--- config.mk ---
export PLATFORM = sky130hd
export DESIGN_NAME = extint_sense_ctrl
export DESIGN_NICKNAME = d
export VERILOG_FILES = /design/src/rtl/extint_pkg.sv /design/src/rtl/extint_sync.sv /design/src/rtl/extint_cfg_reg.sv /design/src/rtl/extint_group.sv /design/src/rtl/extint_sense_ctrl.sv
export SDC_FILE = /design/constraint.sdc
export NUM_CORES = 1
export LEC_CHECK = 0
export ABC_AREA = 1
export BUFFER_PORTS_ARGS = -buffer_cell sky130_fd_sc_hd__buf_4
export CAP_MARGIN = 0
export CORE_UTILIZATION = 55
export CTS_CLUSTER_SIZE = 40
export DETAILED_ROUTE_END_ITERATION = 8
export GPL_TIMING_DRIVEN = 0
export PLACE_DENSITY = 0.9
export RECOVER_POWER = 25
export SYNTH_ARGS = -nofsm -noshare
export SYNTH_HDL_FRONTEND = slang
export SYNTH_SLANG_ARGS = --single-unit
--- constraint.sdc ---
create_clock -name clk -period 2.6 [get_ports clk]
set_input_delay 0.52 -clock clk [delete_from_list [all_inputs] [get_ports clk]]
set_output_delay 0.52 -clock clk [all_outputs]
set_load 0.01 [all_outputs]
--- src/rtl/extint_pkg.sv ---
// Package: shared mode encoding, register layout and the mode decision for
// the external interrupt sensitivity controller.
package extint_pkg;

    // 2-bit sensitivity mode as software writes it
    typedef enum logic [1:0] {
        SENS_FALL_LOW = 2'b00,
        SENS_RISE     = 2'b01,
        SENS_FALL     = 2'b10,
        SENS_BOTH     = 2'b11
    } sens_mode_e;

    localparam int CTRL_W     = 8;
    localparam int MODE_W     = 2;
    localparam int FLD_LO_LSB = 3;   // field for groups A/B
    localparam int FLD_HI_LSB = 6;   // field for groups C/D
    localparam int NUM_GRP    = 4;

    // Decide whether the current/previous synchronized levels form an event
    function automatic logic sens_hit(sens_mode_e mode, logic cur, logic prv);
        logic hit;
        unique case (mode)
            SENS_FALL_LOW: hit = ~cur;
            SENS_RISE:     hit = cur & ~prv;
            SENS_FALL:     hit = ~cur & prv;
            default:       hit = cur ^ prv;
        endcase
        return hit;
    endfunction

endpackage

--- src/rtl/extint_sync.sv ---
// Two-stage synchronizer for a vector of asynchronous pins.
// Assumes pins are quasi-static relative to clk; each bit is synchronized
// independently. Both stages reset to RST_VAL (idle-high pins by default).
module extint_sync #(
    parameter int WIDTH = 4,
    parameter logic RST_VAL = 1'b1
) (
    input  logic             clk,
    input  logic             rst_n,
    input  logic [WIDTH-1:0] din,
    output logic [WIDTH-1:0] dout
);

    logic [WIDTH-1:0] stage1_q;
    logic [WIDTH-1:0] stage2_q;

    // Shift the pins through two flops
    always_ff @(posedge clk) begin
        if (!rst_n) begin
            stage1_q <= {WIDTH{RST_VAL}};
            stage2_q <= {WIDTH{RST_VAL}};
        end else begin
            stage1_q <= din;
            stage2_q <= stage1_q;
        end
    end

    assign dout = stage2_q;

endmodule

--- src/rtl/extint_cfg_reg.sv ---
// Control register holding the two sensitivity fields.
// Assumes a single-address write port; writes land only while the global
// interrupt-disable flag is 1. Non-field bits are not stored and read 0.
module extint_cfg_reg
    import extint_pkg::*;
(
    input  logic              clk,
    input  logic              rst_n,
    input  logic              wr_en,
    input  logic [CTRL_W-1:0] wdata,
    input  logic              irq_mask,
    output sens_mode_e        mode_lo,
    output sens_mode_e        mode_hi,
    output logic [CTRL_W-1:0] rdata
);

    // Load both fields on a write permitted by the mask
    always_ff @(posedge clk) begin
        if (!rst_n) begin
            mode_lo <= SENS_FALL_LOW;
            mode_hi <= SENS_FALL_LOW;
        end else if (wr_en && irq_mask) begin
            mode_lo <= sens_mode_e'(wdata[FLD_LO_LSB +: MODE_W]);
            mode_hi <= sens_mode_e'(wdata[FLD_HI_LSB +: MODE_W]);
        end
    end

    // Assemble the read-back image with spare bits at zero
    always_comb begin
        rdata = '0;
        rdata[FLD_LO_LSB +: MODE_W] = mode_lo;
        rdata[FLD_HI_LSB +: MODE_W] = mode_hi;
    end

endmodule

--- src/rtl/extint_group.sv ---
// One interrupt group: synchronize pins, OR them into a group level, detect
// the event selected by the mode, and keep a pending flag.
// Assumes clr is a one-cycle strobe; a new event outranks a clear.
module extint_group
    import extint_pkg::*;
#(
    parameter int WIDTH = 4
) (
    input  logic             clk,
    input  logic             rst_n,
    input  logic [WIDTH-1:0] pins,
    input  sens_mode_e       mode,
    input  logic             clr,
    output logic             evt,
    output logic             lvl,
    output logic             pend
);

    logic [WIDTH-1:0] pins_s;
    logic             lvl_q;

    extint_sync #(
        .WIDTH   (WIDTH),
        .RST_VAL (1'b1)
    ) u_sync (
        .clk   (clk),
        .rst_n (rst_n),
        .din   (pins),
        .dout  (pins_s)
    );

    // Combine the synchronized pins into one group level
    assign lvl = |pins_s;

    // Remember the previous group level for edge detection
    always_ff @(posedge clk) begin
        if (!rst_n) lvl_q <= 1'b1;
        else        lvl_q <= lvl;
    end

    // Decide whether this cycle carries an event for the current mode
    assign evt = sens_hit(mode, lvl, lvl_q);

    // Pending flag: set by event, cleared by strobe, set dominates
    always_ff @(posedge clk) begin
        if (!rst_n)   pend <= 1'b0;
        else if (evt) pend <= 1'b1;
        else if (clr) pend <= 1'b0;
    end

endmodule

--- src/rtl/extint_sense_ctrl.sv ---
// Top: four interrupt groups sharing two sensitivity fields pairwise.
// Groups 0/1 (A/B) follow the field at bits 4:3, groups 2/3 (C/D) the field
// at bits 7:6. Assumes pins are asynchronous and the clear strobes synchronous.
module extint_sense_ctrl
    import extint_pkg::*;
#(
    parameter int GA_W = 4,
    parameter int GB_W = 3,
    parameter int GC_W = 4,
    parameter int GD_W = 4
) (
    input  logic               clk,
    input  logic               rst_n,
    input  logic [GA_W-1:0]    pins_a,
    input  logic [GB_W-1:0]    pins_b,
    input  logic [GC_W-1:0]    pins_c,
    input  logic [GD_W-1:0]    pins_d,
    input  logic               irq_mask,
    input  logic               reg_wr_en,
    input  logic [CTRL_W-1:0]  reg_wdata,
    output logic [CTRL_W-1:0]  reg_rdata,
    input  logic [NUM_GRP-1:0] pend_clr,
    output logic [NUM_GRP-1:0] pend
);

    localparam int PIN_TOT = GA_W + GB_W + GC_W + GD_W;

    // Width of group g
    function automatic int grp_w(int g);
        case (g)
            0:       return GA_W;
            1:       return GB_W;
            2:       return GC_W;
            default: return GD_W;
        endcase
    endfunction

    // Bit offset of group g in the flat pin vector
    function automatic int grp_off(int g);
        int o;
        o = 0;
        for (int i = 0; i < g; i++) o += grp_w(i);
        return o;
    endfunction

    logic [PIN_TOT-1:0] pins_all;
    sens_mode_e         mode_lo;
    sens_mode_e         mode_hi;
    logic [NUM_GRP-1:0] grp_evt;
    logic [NUM_GRP-1:0] grp_lvl;

    // Flatten the group pin ports, group 0 at the bottom
    assign pins_all = {pins_d, pins_c, pins_b, pins_a};

    extint_cfg_reg u_cfg (
        .clk      (clk),
        .rst_n    (rst_n),
        .wr_en    (reg_wr_en),
        .wdata    (reg_wdata),
        .irq_mask (irq_mask),
        .mode_lo  (mode_lo),
        .mode_hi  (mode_hi),
        .rdata    (reg_rdata)
    );

    for (genvar g = 0; g < NUM_GRP; g++) begin : g_grp
        localparam int W = grp_w(g);
        localparam int O = grp_off(g);
        sens_mode_e grp_mode;

        // Pick the shared field for this group's pair
        if (g < NUM_GRP / 2) begin : g_lo
            assign grp_mode = mode_lo;
        end else begin : g_hi
            assign grp_mode = mode_hi;
        end

        extint_group #(
            .WIDTH (W)
        ) u_grp (
            .clk   (clk),
            .rst_n (rst_n),
            .pins  (pins_all[O +: W]),
            .mode  (grp_mode),
            .clr   (pend_clr[g]),
            .evt   (grp_evt[g]),
            .lvl   (grp_lvl[g]),
            .pend  (pend[g])
        );
    end

endmodule

# Word level (Yosys, flattened, before mapping)
# Cells that the tools add are included.
# classes
bitwise	20
reduce_logical	11
n_mux	12
eq_ne	4
# op_table
operator	count
case mux 1 bit (3 select lines)	4
OR reduction 4 bit	3
bitwise AND 1 bit	8
2-to-1 mux 1 bit	8
inverter 1 bit	8
nonzero test 2 bit	4
== test 2 x 1 -> 1 bit (second input constant)	2
== test 2 bit (second input constant)	2
logical NOT 2 bit	2
bitwise XOR 1 bit	4
OR reduction 3 bit	1
logical AND 1 bit	1
# word_totals
output_inout_bits	12
register_bits	42
input_bits	31

# Logic depth before layout (Yosys ltp)
# depth
ltp_word	5
mapped_depth	10
mapped_depth_nobuf	10

# Modules after synthesis
# A second synthesis with hierarchy kept.
# unflattened
hier_cells	223
area_unflattened_um2	1704.1
# modules_own_cells
module	cells_per_inst	area_per_inst_um2	n_inst
extint_sync (g_grp[0].u_grp.u_sync ...)	25	225.2	3
extint_group (g_grp[0].u_grp ...)	24	161.4	3
extint_cfg_reg	34	225.2	1
extint_sync (g_grp[1].u_grp.u_sync)	18	165.2	1
extint_group (g_grp[1].u_grp)	24	153.9	1

# Worst setup path after synthesis
# Ideal clock, no wire load.
# synth_timing
path_kind	flip-flop to flip-flop
from	register g_grp[0].u_grp.u_sync.stage2_q[1]
to	register g_grp[0].u_grp.pend
stages_incl_launch_ff	10
setup_time_ps	56
setup_slack_ps	1509
arrival_time_ps	1036
n_path_buf	0
required_time_ps	2544
cell_sequence	dfxtp_1 nor2_1 nand2_1 inv_1 ha_1 nor2_1 nor2_1 nand3_1 nand2_1 inv_1
# synth_between
elab_chain_cells	5
elab_cells_between_ends	8
classes_between	2 x mux; 4 x bitwise; 2 x reduce/logical
# synth_lines
element	line_no	text
start, declared	extint_sync.sv:15	logic [WIDTH-1:0] stage2_q;
start signal, assigned	extint_sync.sv:21	stage2_q <= {WIDTH{RST_VAL}};
start signal, assigned	extint_sync.sv:24	stage2_q <= stage1_q;
OR reduction 4 bit (*)	extint_group.sv:33	assign lvl = |pins_s;
via g_grp[0].u_grp.lvl	extint_group.sv:15	output logic lvl,
inverter 1 bit	extint_pkg.sv:23, extint_pkg.sv:25	
bitwise AND 1 bit	extint_pkg.sv:25	SENS_FALL: hit = ~cur & prv;
case mux 1 bit (3 select lines) (*)	extint_pkg.sv:22	unique case (mode)
2-to-1 mux 1 bit / nonzero test 2 bit (equally long branches)	-	
end signal, assigned	extint_group.sv:46	if (!rst_n) pend <= 1'b0;
end signal, assigned	extint_group.sv:47	else if (evt) pend <= 1'b1;
end signal, assigned	extint_group.sv:48	else if (clr) pend <= 1'b0;
end, declared	extint_group.sv:16	output logic pend
# The timed path passes the listed nets; every way through them passes the cells marked *.
# A chain may end at the register's enable or synchronous reset.

# Final worst setup path
# layout_timing
from	register u_cfg.mode_hi[1]
to	output port reg_rdata[7]
# layout_rtl
element	line_no	text
start, declared	extint_cfg_reg.sv:13	output sens_mode_e mode_hi,
start signal, assigned	extint_cfg_reg.sv:24	mode_hi <= sens_mode_e'(wdata[FLD_HI_LSB +: MODE_W]);
end, declared	extint_sense_ctrl.sv:21	output logic [CTRL_W-1:0] reg_rdata,
# No word-level cell between the ends.

==> summary.md <==
| Metric | Value |
|---|---|
| Synth warnings | `0` |
| CP Capture Type | `output pin` |
| Largest net degree at the start of global routing | `14` |
| Worst EP arrival | `0.96 ns` |
| Async S/R FF share, synth | `0%` |
| Internal power | `roughly 920 uW` |
| Vias per cell | `~4.4` |
| Bufs and invs on worst path | `1` |
| Max frequency | `about 680 MHz` |
| Synth Area per Inst | `8.75 sq um` |
| NumNets Final | `around 270` |
| Post-synth top area cell | `dfxtp_1` |
| Min Clock Period, post-route | `between 1 and 1.5 ns` |
| Most frequent cell after synthesis | `dfxtp_1` |
| Worst hold-check path type | `input port to flip-flop` |
| Max Slew Vio Count | `0` |
| Gpl congestion | `about 0.8` |
| Die area | `about 3100 sq um` |
| Sw Ratio | `around a fifth` |
| Post-synthesis cell count | `about 180` |
| Post-synth cell types | `13` |
| Hold WS | `~0.35 ns` |
| Hold Buf Count CTS | `0` |
| DPL Wire Length | `roughly 1700 um` |
| Area Growth Syn to Fin | `22.3%` |
| Core ar. | `about 2800 sq um` |
| Share of cells above drive strength 1 | `approximately 21%` |
| Post-CTS setup buffers | `0` |
| Clock power share | `about a third` |
| # resized after CTS | `0` |
| Number of routed nets with antenna violations | `0` |
| Worst Skew | `0.00555 ns` |
| Static leakage | `roughly 0.00096 uW` |
| Total GRT Usage | `about 17%` |
| Comb power frac | `about 7.0%` |
| CTS root buffer | `clkbuf_4` |
| Most used DFF post-synth | `dfxtp_1` |
| RSZ-0062 raised after global routing | `false` |
| TritonRoute pass-1 iters | `6` |
| VDD IR-drop max | `about 0.00049 V` |
| Crit-path cells | `buf_4` |
| I/O pins | `43` |
| Endpoints failing setup | `0` |
| Die H | `56.0 um` |
| Sequential share of the synthesized area | `52.5%` |
| Htree depth | `2` |
| PortBufs | `34` |
| Final Hold Fails | `0` |
| Worst-path fanout max | `6` |
| Clk_lat worst skew | `about 0.34 ns` |
| TritonCTS clock tree | `built` |
| Setup TNS | `0 ns` |
| P per Cell Area | `592 nW/um^2` |
| Worst stage delay on the critical path | `roughly 0.46 ns` |
| Delay-heaviest family, CP | `flip-flops` |
| Synthesized area | `around 1600 sq um` |
| Critical path type | `flip-flop to output pin` |
| Layout filler cell count | `226` |
| 1st-iter DRT viols | `21` |
| CTS Buffer Depth | `2` |
| Initial antenna violation count | `0` |
| Status | `completed` |
| Maxcap violations | `0` |
| Final period util | `around 57%` |
| Post-synth EDFFs | `0` |
| CP max-delay cell | `dfxtp_1` |
| FP Rows | `19` |
| TritonCTS Sinks | `42` |
| GRT overflow | `0` |
| #FFs+latches synth | `42` |
| Area share of the largest cell type after synthesis | `52.5%` |
| Residual DRC | `0` |
| Ant. Diodes | `0` |
| Commonest cells post-synth | `dfxtp_1 (42), or2_1 (30), inv_1 (25), nor2_1 (21), nand2_1 (19)` |
| CTS clock-pin slew for the worst setup and hold paths | `between 0.1 and 0.15 ns` |
| Sequential share of power | `between 50% and 60%` |
| Switching power | `between 200 and 250 uW` |
| CTS buffer count | `5` |
| WP data required | `around 2.1 ns` |
| DR vias | `1150` |
| Worst Setup Start Kind | `flip-flop` |
| Initial Util | `58.1%` |
| Number of global-route vias before repair | `1012` |
| Die span in x | `roughly 56 um` |
| Ranking of synthesized cells by area | `dfxtp_1 (53%), or2_1 (12%), ha_1 (6.3%)` |
| WL final | `2350 um` |
| First-pass GRT wire length | `around 4000 um` |
| Post-DR wirelength/cell | `9.06 um` |
==> kinds of logic (layout without fill, tap and decap cells) <==
| group | Yosys count | count (layout) | synth area share [%] |
|---|---|---|---|
| AO/OA/AOI/OAI | 8 | 8 | 2.50 |
| adder cells (fa/ha/maj) | 8 | 8 | 6.25 |
| buffers and inverters | 38 | 80 | 12.4 |
| flip-flops | 42 | 42 | 52.5 |
| other | 1 | 4 | 0.234 |
| AND/OR/NAND/NOR | 86 | 86 | 26.1 |
==> flip-flops by register name, summed over array words and instances (netlist names) <==
signal                       count
g_grp.u_grp.lvl_q                4
u_cfg.mode_hi                    2
g_grp.u_grp.pend                 4
g_grp.u_grp.u_sync.dout         15
g_grp.u_grp.u_sync.stage1_q     15
u_cfg.mode_lo                    2
==> cells in the final DEF (no fill, tap or decap), drive strengths merged <==
master    netlist  routed
ha              8       8
clkinvlp        0       1
nand3          16      16
nand2          19      19
or2            30      30
inv            26      26
dfxtp          42      42
buf            12      42
o21ai           4       4
nor2           21      21
conb            1       4
bufinv          0       1
clkbuf          0      10
a21oi           4       4
==> worst paths after layout <==
check	slack, ns	start	cells after the start	to
worst max-delay path	1.12	u_cfg.mode_hi[1]	1	reg_rdata[7]
worst min-delay path	0.35	pins_b[2]	2	g_grp[1].u_grp.u_sync.stage1_q[2]
worst max register to register	1.37	g_grp[3].u_grp.u_sync.dout[1]	9	g_grp[3].u_grp.pend
worst min register to register	0.41	g_grp[3].u_grp.u_sync.stage1_q[1]	1	g_grp[3].u_grp.u_sync.dout[1]
==> power by group through the flow <==
stage,sequential [uW],clock [uW],combinational [uW]
4_1_cts,680,410,86.8
3_5_place_dp,694,0,86.3
2_1_floorplan,694,0,41.2
3_3_place_gp,693,0,84.1
6_report,680,399,80.8
5_1_grt,683,445,89.8
==> stage by stage <==
step	total power, uW	setup WS [ns]	util (%)	cells	cell area [sq um]
6_report	1160	1.12	71.1	259	1960
2_1_floorplan	735	1.51	-	186	1610
4_1_cts	1180	1.10	72.0	259	1990
5_1_grt	1220	1.07	71.1	259	1960
3_5_place_dp	781	1.40	69.1	251	1910
3_3_place_gp	777	1.43	69.1	251	1910
==> final cells by class <==
class / instances / area [sq um] / share of cell area, %
repair buffers: 34 / 251 / 12.8
plain buffers: 12 / 78.8 / 4.02
well taps: 31 / 38.8 / 1.98
clock buffers: 6 / 41.3 / 2.11
clock inverters: 2 / 37.5 / 1.92
inverters: 26 / 97.6 / 4.98
flip-flops and latches: 42 / 841 / 42.9
multi-input cells: 106 / 573 / 29.2
==> layer usage <==
metal	global-route usage (%)	wire length [um]	vias up
met5	0	0	-
met4	10.5	31	0
met3	5.81	130	4
met2	29.4	1180	38
met1	18.6	1010	483
li1	-	-	625
Note: power is estimated with default switching activity, not from simulation.
